File: src/rtl/glyph_pkg.sv
package glyph_pkg;

   typedef enum logic [1:0] {
      TGT_NONE  = 2'd0,
      TGT_INDEX = 2'd1,
      TGT_ROW   = 2'd2
   } glyph_tgt_e;

   localparam logic [1:0] CODE_INDEX = 2'b00;
   localparam logic [1:0] CODE_ROW   = 2'b01;

endpackage

File: src/rtl/glyph_bus_sync.sv
module glyph_bus_sync #(
   parameter int ADDR_W = 5,
   parameter int DATA_W = 8
) (
   input  logic              clk,
   input  logic              rst_n,
   input  logic              ce_n,
   input  logic              wr_n,
   input  logic              rd_n,
   input  logic              sel_reg,
   input  logic [ADDR_W-1:0] addr,
   input  logic [DATA_W-1:0] wdata,
   output logic              sel_s,
   output logic [ADDR_W-1:0] addr_s,
   output logic [DATA_W-1:0] wdata_s,
   output logic              wr_fire,
   output logic              rd_act
);

   logic ce_n_s, wr_n_s, rd_n_s;
   logic wstb_q;
   logic wstb, rstb;

   always_ff @(posedge clk) begin
      if (!rst_n) begin
         ce_n_s  <= 1'b1;
         wr_n_s  <= 1'b1;
         rd_n_s  <= 1'b1;
         sel_s   <= 1'b0;
         addr_s  <= '0;
         wdata_s <= '0;
         wstb_q  <= 1'b0;
      end else begin
         ce_n_s  <= ce_n;
         wr_n_s  <= wr_n;
         rd_n_s  <= rd_n;
         sel_s   <= sel_reg;
         addr_s  <= addr;
         wdata_s <= wdata;
         wstb_q  <= wstb;
      end
   end

   assign wstb    = ~ce_n_s & ~wr_n_s;
   assign rstb    = ~ce_n_s & ~rd_n_s;
   // act once on the first sampled cycle of a write strobe; a clash with read blocks it
   assign wr_fire = wstb & ~wstb_q & ~rstb;
   assign rd_act  = rstb & ~wstb;

endmodule

File: src/rtl/glyph_decode.sv
module glyph_decode
   import glyph_pkg::*;
#(
   parameter int ADDR_W    = 5,
   parameter int ROW_SEL_W = 3
) (
   input  logic                 sel_s,
   input  logic [ADDR_W-1:0]    addr_s,
   output glyph_tgt_e           tgt,
   output logic [ROW_SEL_W-1:0] row
);

   localparam int TGT_W = ADDR_W - ROW_SEL_W;

   generate
      if (TGT_W != 2) begin : g_bad_split
         $error("glyph_decode: address must leave exactly two target bits");
      end
   endgenerate

   logic [1:0] code;
   assign code = addr_s[ADDR_W-1 -: 2];
   assign row  = addr_s[ROW_SEL_W-1:0];

   always_comb begin
      tgt = TGT_NONE;
      if (sel_s) begin
         unique case (code)
            CODE_INDEX: tgt = TGT_INDEX;
            CODE_ROW:   tgt = TGT_ROW;
            default:    tgt = TGT_NONE;
         endcase
      end
   end

endmodule

File: src/rtl/glyph_store.sv
module glyph_store #(
   parameter int SLOTS     = 16,
   parameter int ROWS      = 7,
   parameter int COLS      = 5,
   parameter int ROW_SEL_W = 3,
   localparam int IDX_W    = $clog2(SLOTS)
) (
   input  logic                 clk,
   input  logic                 rst_n,
   input  logic                 wr_en,
   input  logic [IDX_W-1:0]     wr_slot,
   input  logic [ROW_SEL_W-1:0] wr_row,
   input  logic [COLS-1:0]      wr_dots,
   input  logic [IDX_W-1:0]     hr_slot,
   input  logic [ROW_SEL_W-1:0] hr_row,
   output logic [COLS-1:0]      hr_dots,
   input  logic [IDX_W-1:0]     sc_slot,
   input  logic [ROW_SEL_W-1:0] sc_row,
   output logic [COLS-1:0]      sc_dots
);

   localparam logic [ROW_SEL_W-1:0] ROW_LIM = ROW_SEL_W'(ROWS);

   generate
      if (ROWS >= (1 << ROW_SEL_W)) begin : g_bad_rows
         $error("glyph_store: row code space must keep one unused code");
      end
      if ((1 << IDX_W) != SLOTS) begin : g_bad_slots
         $error("glyph_store: slot count must be a power of two");
      end
   endgenerate

   logic [COLS-1:0] mem [SLOTS][ROWS];
   logic            wr_ok, hr_ok, sc_ok;

   assign wr_ok = wr_en && (wr_row < ROW_LIM);
   assign hr_ok = hr_row < ROW_LIM;
   assign sc_ok = sc_row < ROW_LIM;

   // storage carries no reset: patterns survive a reset pulse
   always_ff @(posedge clk) begin
      if (wr_ok) mem[wr_slot][wr_row] <= wr_dots;
   end

   assign hr_dots = hr_ok ? mem[hr_slot][hr_row] : '0;

   always_ff @(posedge clk) begin
      if (!rst_n)     sc_dots <= '0;
      else if (sc_ok) sc_dots <= mem[sc_slot][sc_row];
      else            sc_dots <= '0;
   end

endmodule

File: src/rtl/glyph_ram_ctrl.sv
module glyph_ram_ctrl
   import glyph_pkg::*;
#(
   parameter int SLOTS     = 16,
   parameter int ROWS      = 7,
   parameter int COLS      = 5,
   parameter int DATA_W    = 8,
   parameter int ADDR_W    = 5,
   parameter int ROW_SEL_W = 3,
   localparam int IDX_W    = $clog2(SLOTS)
) (
   input  logic                 clk,
   input  logic                 rst_n,
   input  logic                 ce_n,
   input  logic                 wr_n,
   input  logic                 rd_n,
   input  logic                 sel_reg,
   input  logic [ADDR_W-1:0]    addr,
   input  logic [DATA_W-1:0]    wdata,
   output logic [DATA_W-1:0]    rdata,
   input  logic [IDX_W-1:0]     scan_glyph,
   input  logic [ROW_SEL_W-1:0] scan_row,
   output logic [COLS-1:0]      scan_dots
);

   localparam int DOT_PAD = DATA_W - COLS;
   localparam int IDX_PAD = DATA_W - IDX_W;

   generate
      if (COLS > DATA_W) begin : g_bad_cols
         $error("glyph_ram_ctrl: row wider than data bus");
      end
      if (IDX_W > DATA_W) begin : g_bad_idx
         $error("glyph_ram_ctrl: index wider than data bus");
      end
   endgenerate

   logic                 sel_s;
   logic [ADDR_W-1:0]    addr_s;
   logic [DATA_W-1:0]    wdata_s;
   logic                 wr_fire, rd_act;
   glyph_tgt_e           tgt;
   logic [ROW_SEL_W-1:0] row;
   logic [IDX_W-1:0]     idx_q;
   logic [COLS-1:0]      host_dots;
   logic [DATA_W-1:0]    rdata_d;

   glyph_bus_sync #(.ADDR_W(ADDR_W), .DATA_W(DATA_W)) u_sync (
      .clk     (clk),
      .rst_n   (rst_n),
      .ce_n    (ce_n),
      .wr_n    (wr_n),
      .rd_n    (rd_n),
      .sel_reg (sel_reg),
      .addr    (addr),
      .wdata   (wdata),
      .sel_s   (sel_s),
      .addr_s  (addr_s),
      .wdata_s (wdata_s),
      .wr_fire (wr_fire),
      .rd_act  (rd_act)
   );

   glyph_decode #(.ADDR_W(ADDR_W), .ROW_SEL_W(ROW_SEL_W)) u_dec (
      .sel_s  (sel_s),
      .addr_s (addr_s),
      .tgt    (tgt),
      .row    (row)
   );

   glyph_store #(
      .SLOTS(SLOTS), .ROWS(ROWS), .COLS(COLS), .ROW_SEL_W(ROW_SEL_W)
   ) u_store (
      .clk     (clk),
      .rst_n   (rst_n),
      .wr_en   (wr_fire && (tgt == TGT_ROW)),
      .wr_slot (idx_q),
      .wr_row  (row),
      .wr_dots (wdata_s[COLS-1:0]),
      .hr_slot (idx_q),
      .hr_row  (row),
      .hr_dots (host_dots),
      .sc_slot (scan_glyph),
      .sc_row  (scan_row),
      .sc_dots (scan_dots)
   );

   always_ff @(posedge clk) begin
      if (!rst_n)                            idx_q <= '0;
      else if (wr_fire && tgt == TGT_INDEX)  idx_q <= wdata_s[IDX_W-1:0];
   end

   always_comb begin
      rdata_d = '0;
      if (rd_act) begin
         case (tgt)
            TGT_INDEX: rdata_d = {{IDX_PAD{1'b0}}, idx_q};
            TGT_ROW:   rdata_d = {{DOT_PAD{1'b0}}, host_dots};
            default:   rdata_d = '0;
         endcase
      end
   end

   always_ff @(posedge clk) begin
      if (!rst_n) rdata <= '0;
      else        rdata <= rdata_d;
   end

endmodule

File: config.mk
export PLATFORM = sky130hd
export DESIGN_NAME = glyph_ram_ctrl
export DESIGN_NICKNAME = d
export VERILOG_FILES = /design/src/rtl/glyph_pkg.sv /design/src/rtl/glyph_bus_sync.sv /design/src/rtl/glyph_decode.sv /design/src/rtl/glyph_store.sv /design/src/rtl/glyph_ram_ctrl.sv
export SDC_FILE = /design/constraint.sdc
export NUM_CORES = 1
export LEC_CHECK = 0
export BUFFER_PORTS_ARGS = -buffer_cell sky130_fd_sc_hd__buf_2
export CORE_MARGIN = 1.5
export CORE_UTILIZATION = 55
export CTS_BUF_LIST = sky130_fd_sc_hd__clkbuf_4
export DETAILED_ROUTE_END_ITERATION = 16
export GPL_TIMING_DRIVEN = 0
export PLACE_DENSITY = 0.71
export SETUP_SLACK_MARGIN = 0.15
export SYNTH_ARGS = -nofsm -noshare
export SYNTH_HDL_FRONTEND = slang
export SYNTH_HIERARCHICAL = 1
export SYNTH_SLANG_ARGS = --single-unit
File: constraint.sdc
create_clock -name clk -period 3.1 [get_ports clk]
set_clock_uncertainty 0.1 [all_clocks]
set_input_delay 0.155 -clock clk [delete_from_list [all_inputs] [get_ports clk]]
set_output_delay 0.155 -clock clk [all_outputs]
set_load 0.03 [all_outputs]
==> results_dict.tcl <==
set metrics [dict create \
    cts_tree "done" \
    overflow 0 \
    drt-initial-drc-count 2655 \
    die_area_sq_um 52000 \
    r2r_end "u_store/mem[10][6]" \
    finalCritPeriodShare 0.974 \
    remaining_drc_errors 0 \
    clkTransAtPathRegs_ps 70 \
    avgSynthCellArea_sq_um 18.0 \
    antenna_found_initial 6 \
    grt_pass1_vias 18300 \
    slew_viol_final 0 \
    fillers 3615 \
    fin_util 0.641 \
    placementRows 82 \
    final-hold-violation-count 0 \
    cts_buffers 151 \
    die_y_um 228 \
    portBuffers 29 \
    rsz0062_at_grt "yes" \
    via_per_inst 6.93 \
    ir_worst_vdd_v 0.000350 \
    core-area_sq_um 50100 \
    cp.required_ps 3630 \
    slew_headroom 0.175 \
    max_slew.worst_pin.slew_ps 1230 \
    grt_pass1_wl_um 126000 \
    syn_inst 1551 \
    maxCapViolCount 0 \
    worstSetupStartpointType "flip-flop" \
    yosys_warnings 6 \
    initial_core_util 0.556 \
    min_path_type "input port to flip-flop" \
    clockRootBuffer "clkbuf_4" \
    die_w_um 228 \
    vias 18000 \
    syn2layout_area_growth_pct 15.2 \
    critPathLaunch "u_sync/addr_s[4]" \
    r2r_slack_ps 80 \
    worstSetupEndpointType "flip-flop" \
    grt_max_degree 97 \
    htree_levels 4 \
    cp_data_arrival_time_ps 3550 \
    p_total_mw 16.4 \
    period_needed_ps 3020 \
    multiInputGateArea_sq_um 10100 \
    critPathCapture "u_store/mem[10][6]" \
    io_pins 39 \
    place.gp.congestion 1.07 \
    fmax_ghz 0.331 \
    clk_latency_ps 1030 \
    drive_gt1_frac 0.383 \
    wl_um 88300 \
    seqCellArea_sq_um 17400 \
    dr.pass1.iters 5 \
    clock_sinks 589 \
    p_per_area_nw_per_um2 510 \
    worstSetupPathType "flip-flop to flip-flop" \
    status "complete, no violations" \
    clock_path_buffers 3 \
    wl_per_cell_um 34.1 \
    drtAntennaViolNets 0 \
    rr_worst_depth 6 \
    grt_usage 0.348 \
    setup_ws_ps 81.5 \
    path_max_fanout 10 \
    detailed_place_hpwl_um 60300 \
    reg2reg_from "u_sync/addr_s[4]" \
    cellLeakagePower_nw 10.2 \
    setup_viol 0 \
    nets 1822 \
    preCtsSetupSlack_ps -988 \
    syn_area_sq_um 27800 \
]
==> routing by layer <==
layer  track usage  part of all wire
met1         0.455              0.35
met5             0           0.00014
met2         0.510              0.45
met4         0.214             0.064
met3         0.114              0.14
==> cells in the final DEF (no fill, tap or decap), types with 5 or more instances in the layout <==
cell / count
clkinv_2: 8
and2_1: 5
buf_6: 18
dfxtp_1: 21
edfxtp_1: 560
nor2_4: 18
nor2_1: 93
o22a_1: 5
clkbuf_4: 214
buf_12: 8
a22oi_1: 45
dlygate4sd3_1: 50
a2bb2oi_1: 5
mux4_1: 8
o22ai_1: 6
nand2b_1: 6
a31oi_1: 10
mux2i_1: 112
nor2b_1: 28
a211oi_1: 12
inv_2: 8
nand2_1: 55
a21oi_1: 31
mux2_2: 10
mux4_2: 254
buf_2: 53
nand4_1: 6
clkinv_1: 37
nor2_2: 29
buf_16: 7
dfxtp_4: 8
nand3_1: 33
buf_4: 28
clkbuf_1: 11
buf_8: 9
diode_2: 6
and2_2: 10
clkbuf_2: 9
==> how the worst min path moves through the flow <==
stage / startpoint / depth (start not counted) / slack, ps / endpoint
after global placement: wr_n / 2 / 230 / u_sync/wr_n_s
after floorplan: ce_n / 1 / 150 / u_sync/ce_n_s
after global routing: rst_n / 5 / 90 / idx_q[0]
after detailed placement: wr_n / 2 / 240 / u_sync/wr_n_s
final: rst_n / 5 / 110 / idx_q[0]
after CTS: rst_n / 5 / 40 / idx_q[1]
==> metrics by stage <==
step                      hold slack (ps)  cells  setup TNS [ps]  area (sq um)
final                                 105   2590               0         32100
after CTS                            44.0   2580               0         31700
after floorplan                       151   1553               0         27900
after global routing                 87.6   2588           -65.4         32100
after detailed placement              237   2259          -37310         29000
after global placement                233   2254         -349210         28800
==> state kept, by name (all words and copies together) (netlist names), 4 cells and up <==
| register | flops |
|---|---|
| rdata | 5 |
| u_sync/wdata_s | 5 |
| u_sync/addr_s | 5 |
| idx_q | 4 |
| u_store/mem | 560 |
| u_store/sc_dots | 5 |
==> cell type report <==
| class | count | share of cell area |
|---|---|---|
| Timing Repair Buffer | 88 | 0.0253 |
| Multi-Input combinational cell | 848 | 0.314 |
| Clock inverter | 59 | 0.0102 |
| Buffer | 111 | 0.0309 |
| Clock buffer | 212 | 0.0496 |
| Inverter | 5 | 0.000585 |
| Antenna cell | 6 | 0.000468 |
| Sequential cell | 589 | 0.543 |
| Tap cell | 672 | 0.0262 |
==> worst max-delay path: stages, from the launching register on <==
cell	delay, ps
dfxtp_1	320
and3b_1	230
ha_1	320
and2_1	250
nand3_1	430
clkbuf_1	420
nor2_1	540
==> power by group <==
part / switching (mW) / leakage (nW) / internal [mW]
clock network: 3.23 / 1.14 / 3.43
registers: 0.0499 / 5.38 / 8.71
logic: 0.576 / 3.65 / 0.385
total: 3.85 / 10.2 / 12.5
==> what timing repair did <==
action,CTS,global route
endpoints found under the setup margin,419,287
hold endpoints to repair,29,0
pin swaps,0,5
buffers inserted,0,4
hold buffers,50,0
resized for setup,98,97
gates cloned,0,0
Power figures use the tool's default switching activity.
